[src/rtl/emb_pkg.sv]
// Package: shared state type and sync-word layout constants for the
// extended multiblock alignment tracker. Assumes a 32-block multiblock.
package emb_pkg;

    typedef enum logic [2:0] {
        EMB_INIT = 3'b001,
        EMB_HUNT = 3'b010,
        EMB_LOCK = 3'b100
    } emb_state_t;

    localparam int SW_BITS   = 32;       // sync bits per multiblock
    localparam int CRC_BITS  = 12;       // CRC field width
    localparam int CRC_LSB   = 20;       // CRC field occupies [31:20]
    localparam int FLAG_POS  = 5;        // extended multiblock end flag
    localparam int MARK_BITS = 5;        // end-of-multiblock pattern width
    localparam logic [MARK_BITS-1:0] EOMB_PATTERN = 5'b00001;

endpackage

[src/rtl/emb_hdr_shift.sv]
// Header decoder and sync-word shift register. Turns each valid 2-bit
// header into one sync bit (MSB first) and flags invalid headers.
// Assumes sync_hdr is meaningful only when blk_valid is high.
module emb_hdr_shift
    import emb_pkg::*;
#(
    parameter int WORD_BITS = SW_BITS
) (
    input  logic                 clk,
    input  logic                 rst_n,
    input  logic                 active,
    input  logic                 blk_valid,
    input  logic [1:0]           sync_hdr,
    input  logic                 mask_hdr,
    output logic [WORD_BITS-1:0] next_word,
    output logic                 err_hdr
);

    logic [WORD_BITS-1:0] shreg;
    logic                 hdr_bad;

    // Word as it stands once the present block's bit is appended.
    always_comb begin
        next_word = {shreg[WORD_BITS-2:0], sync_hdr[1]};
        hdr_bad   = (sync_hdr == 2'b00) || (sync_hdr == 2'b11);
    end

    // Shift in one sync bit per valid block; clear while lane inactive.
    always_ff @(posedge clk) begin
        if (!rst_n) begin
            shreg   <= '0;
            err_hdr <= 1'b0;
        end else begin
            err_hdr <= active && blk_valid && hdr_bad && !mask_hdr;
            if (!active)
                shreg <= '0;
            else if (blk_valid)
                shreg <= next_word;
        end
    end

    p_hdr_err_src_r6: assert property (@(posedge clk) disable iff (!rst_n)
        err_hdr |-> $past(blk_valid) && $past(active));

    p_hdr_mask_r9: assert property (@(posedge clk) disable iff (!rst_n)
        mask_hdr |=> !err_hdr);

endmodule

[src/rtl/emb_word_eval.sv]
// Combinational sync-word evaluation: marker pattern, boundary flag
// against the expected position, CRC field extraction and comparison.
// Assumes mb_idx never exceeds emb_last.
module emb_word_eval
    import emb_pkg::*;
#(
    parameter int WORD_BITS = SW_BITS,
    parameter int EMB_W     = 5
) (
    input  logic [WORD_BITS-1:0] word,
    input  logic [EMB_W-1:0]     mb_idx,
    input  logic [EMB_W-1:0]     emb_last,
    input  logic [CRC_BITS-1:0]  crc_calc,
    output logic                 eomb_ok,
    output logic                 emb_flag,
    output logic                 exp_last,
    output logic                 flag_ok,
    output logic [CRC_BITS-1:0]  crc_field,
    output logic                 crc_match
);

    // Decode the marker fields and compare against expectations.
    always_comb begin
        eomb_ok   = (word[MARK_BITS-1:0] == EOMB_PATTERN);
        emb_flag  = word[FLAG_POS];
        exp_last  = (mb_idx == emb_last);
        flag_ok   = (emb_flag == exp_last);
        crc_field = word[CRC_LSB +: CRC_BITS];
        crc_match = (crc_field == crc_calc);
    end

endmodule

[src/rtl/emb_fsm.sv]
// Alignment state machine with block, multiblock and run counters.
// Produces boundary strobes, marker/CRC error pulses and the CRC field.
// Assumes emb_last and err masks are steady within a multiblock.
module emb_fsm
    import emb_pkg::*;
#(
    parameter int EMB_W     = 5,
    parameter int HUNT_GOOD = 4,
    parameter int LOCK_BAD  = 8
) (
    input  logic                clk,
    input  logic                rst_n,
    input  logic                active,
    input  logic                blk_valid,
    input  logic                eomb_ok,
    input  logic                emb_flag,
    input  logic                exp_last,
    input  logic                flag_ok,
    input  logic [CRC_BITS-1:0] crc_field,
    input  logic                crc_match,
    input  logic [3:1]          err_mask,
    output emb_state_t          state,
    output logic [EMB_W-1:0]    mb_idx,
    output logic                eomb_pulse,
    output logic                eoemb_pulse,
    output logic [CRC_BITS-1:0] crc_rx,
    output logic                err_eomb,
    output logic                err_eoemb,
    output logic                err_crc
);

    localparam int BLK_W  = $clog2(SW_BITS);
    localparam int GOOD_W = $clog2(HUNT_GOOD + 1);
    localparam int BAD_W  = $clog2(LOCK_BAD + 1);
    localparam logic [BLK_W-1:0]  BLK_LAST  = BLK_W'(SW_BITS - 1);
    localparam logic [GOOD_W-1:0] GOOD_LAST = GOOD_W'(HUNT_GOOD - 1);
    localparam logic [BAD_W-1:0]  BAD_LAST  = BAD_W'(LOCK_BAD - 1);

    emb_state_t        nxt;
    logic [BLK_W-1:0]  blk_cnt;
    logic [GOOD_W-1:0] good_cnt;
    logic [BAD_W-1:0]  bad_cnt;
    logic              first_mb;
    logic              mb_end;
    logic              correct;

    // Multiblock end detection and per-end verdict.
    always_comb begin
        mb_end  = blk_valid && (state != EMB_INIT) && (blk_cnt == BLK_LAST);
        correct = eomb_ok && flag_ok;
    end

    // Next-state selection for the search/hunt/lock machine.
    always_comb begin
        nxt = state;
        if (!active) begin
            nxt = EMB_INIT;
        end else begin
            unique case (state)
                EMB_INIT: if (blk_valid && eomb_ok && emb_flag) nxt = EMB_HUNT;
                EMB_HUNT: if (mb_end) begin
                    if (!correct)                  nxt = EMB_INIT;
                    else if (good_cnt == GOOD_LAST) nxt = EMB_LOCK;
                end
                EMB_LOCK: if (mb_end && !correct && bad_cnt == BAD_LAST)
                    nxt = EMB_INIT;
                default: nxt = EMB_INIT;
            endcase
        end
    end

    // State, counters, strobes and error pulses.
    always_ff @(posedge clk) begin
        if (!rst_n) begin
            state       <= EMB_INIT;
            blk_cnt     <= '0;
            mb_idx      <= '0;
            good_cnt    <= '0;
            bad_cnt     <= '0;
            first_mb    <= 1'b1;
            crc_rx      <= '0;
            eomb_pulse  <= 1'b0;
            eoemb_pulse <= 1'b0;
            err_eomb    <= 1'b0;
            err_eoemb   <= 1'b0;
            err_crc     <= 1'b0;
        end else begin
            state       <= nxt;
            eomb_pulse  <= 1'b0;
            eoemb_pulse <= 1'b0;
            err_eomb    <= 1'b0;
            err_eoemb   <= 1'b0;
            err_crc     <= 1'b0;
            if (!active || state == EMB_INIT) begin
                blk_cnt  <= '0;
                mb_idx   <= '0;
                good_cnt <= '0;
                bad_cnt  <= '0;
                first_mb <= 1'b1;
            end else if (mb_end) begin
                blk_cnt     <= '0;
                mb_idx      <= exp_last ? '0 : mb_idx + 1'b1;
                first_mb    <= 1'b0;
                crc_rx      <= crc_field;
                eomb_pulse  <= 1'b1;
                eoemb_pulse <= exp_last;
                err_eomb    <= !eomb_ok && !err_mask[1];
                err_eoemb   <= !flag_ok && !err_mask[2];
                err_crc     <= !first_mb && !crc_match && !err_mask[3];
                if (state == EMB_HUNT)
                    good_cnt <= correct ? good_cnt + 1'b1 : '0;
                if (state == EMB_LOCK)
                    bad_cnt <= correct ? '0 : bad_cnt + 1'b1;
            end else if (blk_valid) begin
                blk_cnt <= blk_cnt + 1'b1;
            end
        end
    end

    p_onehot_r1: assert property (@(posedge clk) disable iff (!rst_n)
        $onehot(state));

    p_init_exit_r2: assert property (@(posedge clk) disable iff (!rst_n)
        (state == EMB_INIT) |=> (state != EMB_LOCK));

    p_drop_r3: assert property (@(posedge clk) disable iff (!rst_n)
        !active |=> (state == EMB_INIT));

    p_hunt_wait_r4: assert property (@(posedge clk) disable iff (!rst_n)
        (state == EMB_HUNT && !mb_end) |=> (state != EMB_LOCK));

    p_lock_hold_r5: assert property (@(posedge clk) disable iff (!rst_n)
        (state == EMB_LOCK && active && !mb_end) |=> (state == EMB_LOCK));

    p_crc_mask_r9: assert property (@(posedge clk) disable iff (!rst_n)
        err_mask[3] |=> !err_crc);

    p_eoemb_in_eomb_r10: assert property (@(posedge clk) disable iff (!rst_n)
        eoemb_pulse |-> eomb_pulse);

endmodule

[src/rtl/emb_align_tracker.sv]
// Top: per-lane extended multiblock alignment tracker. Combines lane
// enable and PHY header alignment into one activity term, and wires the
// header shifter, word evaluator and state machine together.
// Assumes one sync header per valid block and an external CRC source.
module emb_align_tracker
    import emb_pkg::*;
#(
    parameter int EMB_W     = 5,
    parameter int HUNT_GOOD = 4,
    parameter int LOCK_BAD  = 8
) (
    input  logic                clk,
    input  logic                rst_n,
    input  logic                lane_en,
    input  logic                hdr_locked,
    input  logic                blk_valid,
    input  logic [1:0]          sync_hdr,
    input  logic [EMB_W-1:0]    emb_len_m1,
    input  logic [CRC_BITS-1:0] crc_calc,
    input  logic [3:0]          err_mask,
    output logic [2:0]          emb_state,
    output logic                eomb_pulse,
    output logic                eoemb_pulse,
    output logic [CRC_BITS-1:0] crc_rx,
    output logic                err_hdr,
    output logic                err_eomb,
    output logic                err_eoemb,
    output logic                err_crc
);

    logic                active;
    logic [SW_BITS-1:0]  word;
    logic [EMB_W-1:0]    mb_idx;
    logic                eomb_ok, emb_flag, exp_last, flag_ok, crc_match;
    logic [CRC_BITS-1:0] crc_field;
    emb_state_t          state;

    // Lane takes part only when enabled and header-aligned.
    always_comb active = lane_en && hdr_locked;

    emb_hdr_shift #(.WORD_BITS(SW_BITS)) u_shift (
        .clk       (clk),
        .rst_n     (rst_n),
        .active    (active),
        .blk_valid (blk_valid),
        .sync_hdr  (sync_hdr),
        .mask_hdr  (err_mask[0]),
        .next_word (word),
        .err_hdr   (err_hdr)
    );

    emb_word_eval #(.WORD_BITS(SW_BITS), .EMB_W(EMB_W)) u_eval (
        .word      (word),
        .mb_idx    (mb_idx),
        .emb_last  (emb_len_m1),
        .crc_calc  (crc_calc),
        .eomb_ok   (eomb_ok),
        .emb_flag  (emb_flag),
        .exp_last  (exp_last),
        .flag_ok   (flag_ok),
        .crc_field (crc_field),
        .crc_match (crc_match)
    );

    emb_fsm #(.EMB_W(EMB_W), .HUNT_GOOD(HUNT_GOOD), .LOCK_BAD(LOCK_BAD)) u_fsm (
        .clk         (clk),
        .rst_n       (rst_n),
        .active      (active),
        .blk_valid   (blk_valid),
        .eomb_ok     (eomb_ok),
        .emb_flag    (emb_flag),
        .exp_last    (exp_last),
        .flag_ok     (flag_ok),
        .crc_field   (crc_field),
        .crc_match   (crc_match),
        .err_mask    (err_mask[3:1]),
        .state       (state),
        .mb_idx      (mb_idx),
        .eomb_pulse  (eomb_pulse),
        .eoemb_pulse (eoemb_pulse),
        .crc_rx      (crc_rx),
        .err_eomb    (err_eomb),
        .err_eoemb   (err_eoemb),
        .err_crc     (err_crc)
    );

    // Export the one-hot state as a plain vector.
    always_comb emb_state = state;

endmodule

[config.mk]
export PLATFORM = sky130hd
export DESIGN_NAME = emb_align_tracker
export DESIGN_NICKNAME = d
export VERILOG_FILES = /design/src/rtl/emb_pkg.sv /design/src/rtl/emb_hdr_shift.sv /design/src/rtl/emb_word_eval.sv /design/src/rtl/emb_fsm.sv /design/src/rtl/emb_align_tracker.sv
export SDC_FILE = /design/constraint.sdc
export NUM_CORES = 1
export LEC_CHECK = 0
export CAP_MARGIN = 40
export CORE_UTILIZATION = 57
export CTS_CLUSTER_DIAMETER = 200
export DETAILED_ROUTE_END_ITERATION = 10
export HOLD_SLACK_MARGIN = 0.03
export PLACE_DENSITY = 0.88
export SKIP_CTS_REPAIR_TIMING = 1
export SYNTH_ARGS = -nofsm -noshare
export SYNTH_HDL_FRONTEND = slang
export SYNTH_SLANG_ARGS = --single-unit
[constraint.sdc]
create_clock -name clk -period 5.9 [get_ports clk]
set_input_delay 0.885 -clock clk [delete_from_list [all_inputs] [get_ports clk]]
set_output_delay 0.885 -clock clk [all_outputs]
set_load 0.02 [all_outputs]
==> flow_summary.json <==
{
  "ys_warn_count": 0,
  "worstPathArrival_ns": 3.13,
  "timing.slew.headroom_pct": 48.94,
  "num_antenna_cells": 0,
  "hold_violations": 0,
  "globalplace.congestion": 0.8502,
  "via_count": 2281,
  "power_density_nw_per_um2": 249.4,
  "tns_ns": 0,
  "whs_ns": 0.4533,
  "ant_nets": 0,
  "crit_type": "in -> reg",
  "core-area_um2": 5075,
  "htreeDepth": 3,
  "rsz0062_at_grt": "no",
  "wl_mm": 6.056,
  "synth_cell_types": 41,
  "syn_inst": 308,
  "finalNetCount": 390,
  "synth-seq-cells": 70,
  "final_cell_mix": "dfxtp_1, nor2_1, clkdlybuf4s50_1",
  "antenna_found_initial": 0,
  "viasPerCell": 5.292,
  "die_w_um": 74.49,
  "synth_area_leaders": "dfxtp_1, mux2i_1, nor2_1",
  "maxCapViolations": 0,
  "drive_gt1_share_pct": 6.648,
  "drtIter0Drc": 110,
  "cp_max_fo": 21,
  "die_area_um2": 5549,
  "required_ns": 6.13,
  "grt_usage_pct": 24.30,
  "rows": 26,
  "grt_pass1_wl_mm": 10.13,
  "yosys.area.top_type": "dfxtp_1",
  "synth_flop_cell": "dfxtp_1",
  "clock_latency_ns": 0.34,
  "fin_crit_ns": 2.900,
  "numCtsBuffers": 9,
  "clkSinkCount": 70,
  "worst_pin_slew_ns": 0.7659,
  "cts_tree": "built",
  "finalSetupViolations": 0,
  "post-route-period-util_pct": 49.15,
  "fin_worst_skew_ns": 0.009602,
  "post-route-drc-count": 0,
  "synth_area_um2": 2995,
  "ir_worst_vdd_uv": 272.4,
  "io_buffers": 48,
  "hold_class": "reg -> reg",
  "grt_overflow": 0,
  "hpwl_mm": 4.147,
  "wire_per_inst_um": 14.05,
  "finalMaxSlewViolations": 0,
  "start_util_pct": 59.02,
  "layout_commonest_cell": "dfxtp_1",
  "fp.dieH_um": 74.49,
  "synth.avg_cell_area_um2": 9.725,
  "first_pass_iters": 4,
  "status": "completed",
  "fmax_mhz": 344.8,
  "grt_max_degree": 35,
  "syn_nets": 342,
  "async_reset_ff_share_pct": 0,
  "cts_root_buf": "clkbuf_8",
  "clockBufferDepth": 2,
  "ios": 49,
  "grt_pass1_vias": 2276,
  "clkTransAtPathRegs_ns": 0.07,
  "area_growth_pct": 24.98,
  "setup.worst_path.start_class": "primary input",
  "synth_edf_count": 0,
  "ys_seq_area_share_pct": 46.78,
  "synth.top_cell.area_share_pct": 46.78,
  "p_leak_nw": 1.372,
  "crit_path_end_kind": "register"
}
[metrics by stage]
| step | util [%] | area [um^2] | total power [mW] | worst slack (ns) | std cells |
|---|---|---|---|---|---|
| after floorplan | - | 2995 | 0.5093 | 3.758 | 308 |
| after global placement | 68.91 | 3497 | 0.5315 | 2.476 | 414 |
| after detailed placement | 69.45 | 3525 | 0.5336 | 2.673 | 415 |
| after CTS | 73.77 | 3744 | 0.9379 | 3.020 | 431 |
| after global routing | 73.77 | 3744 | 0.9608 | 2.800 | 431 |
| final | 73.77 | 3744 | 0.9336 | 3.000 | 431 |
[per-layer routing]
metal / track usage (%) / share of wire [%] / up-vias
li1: - / - / 1137
met2: 40.84 / 49 / 53
met5: 0 / 0 / -
met1: 28.39 / 44 / 1072
met4: 12.37 / 3.0 / 0
met3: 6.640 / 3.7 / 19
[sequential cells by signal, indices dropped and copies added, names as in the netlist]
name,count
u_fsm.bad_cnt,4
u_fsm.blk_cnt,5
u_fsm.crc_rx,12
u_fsm.eoemb_pulse,1
u_fsm.eomb_pulse,1
u_fsm.err_crc,1
u_fsm.err_eoemb,1
u_fsm.err_eomb,1
u_fsm.first_mb,1
u_fsm.good_cnt,3
u_fsm.mb_idx,5
u_fsm.state,3
u_shift.err_hdr,1
u_shift.shreg,31
[path summary, 6_finish.rpt]
| check | start | endpoint | slack [ns] | depth (start not counted) |
|---|---|---|---|---|
| worst max-delay path | blk_valid | u_fsm.crc_rx[6] | 3.00 | 7 |
| worst min-delay path | u_fsm.good_cnt[2] | u_fsm.good_cnt[2] | 0.45 | 2 |
| worst max register to register | u_fsm.blk_cnt[0] | u_fsm.crc_rx[6] | 3.40 | 8 |
| worst min register to register | u_fsm.good_cnt[2] | u_fsm.good_cnt[2] | 0.45 | 2 |
[layout make-up]
| type | instances | area [um^2] |
|---|---|---|
| Clock buffer | 13 | 178.9 |
| Timing Repair Buffer | 50 | 510.5 |
| Multi-Input combinational cell | 218 | 1499 |
| Inverter | 7 | 26.28 |
| Tap cell | 70 | 87.58 |
| Sequential cell | 70 | 1401 |
| Fill cell | 373 | 1331 |
| Clock inverter | 3 | 40.04 |
[worst max-delay path: stages]
cell and delay (ns):
buf_2 0.47, buf_16 0.24, nand2_1 0.17, a21oi_2 0.28
and3_1 0.71, mux2i_1 0.29, nor2b_1 0.07
[where the power goes]
part	total (mW)	internal [mW]	switching, mW
clock	0.411	0.240	0.171
combinational	0.0503	0.0292	0.0211
sequential	0.473	0.472	0.000209
total	0.934	0.742	0.192
[cells by family after synthesis]
family                   Yosys count  share of synthesized area, %
AND/OR/NAND/NOR                  121                         20.59
adder cells (fa/ha/maj)            6                         2.506
buffers and inverters             20                         3.174
XOR/XNOR                          24                         7.017
AO/OA/AOI/OAI                     21                         4.553
flip-flops                        70                         46.78
multiplexers                      46                         15.37
[synthesized netlist by cell type, drive strengths merged (4+ instances only)]
cell	instances
nand3	7
a21oi	10
xor2	11
nand4	6
clkbuf	6
xnor2	13
nor3	6
ha	6
dfxtp	70
mux2i	46
nor2	48
nand2b	4
inv	6
buf	7
nand2	21
or3	5
nor2b	13
Power figures use the tool's default switching activity.
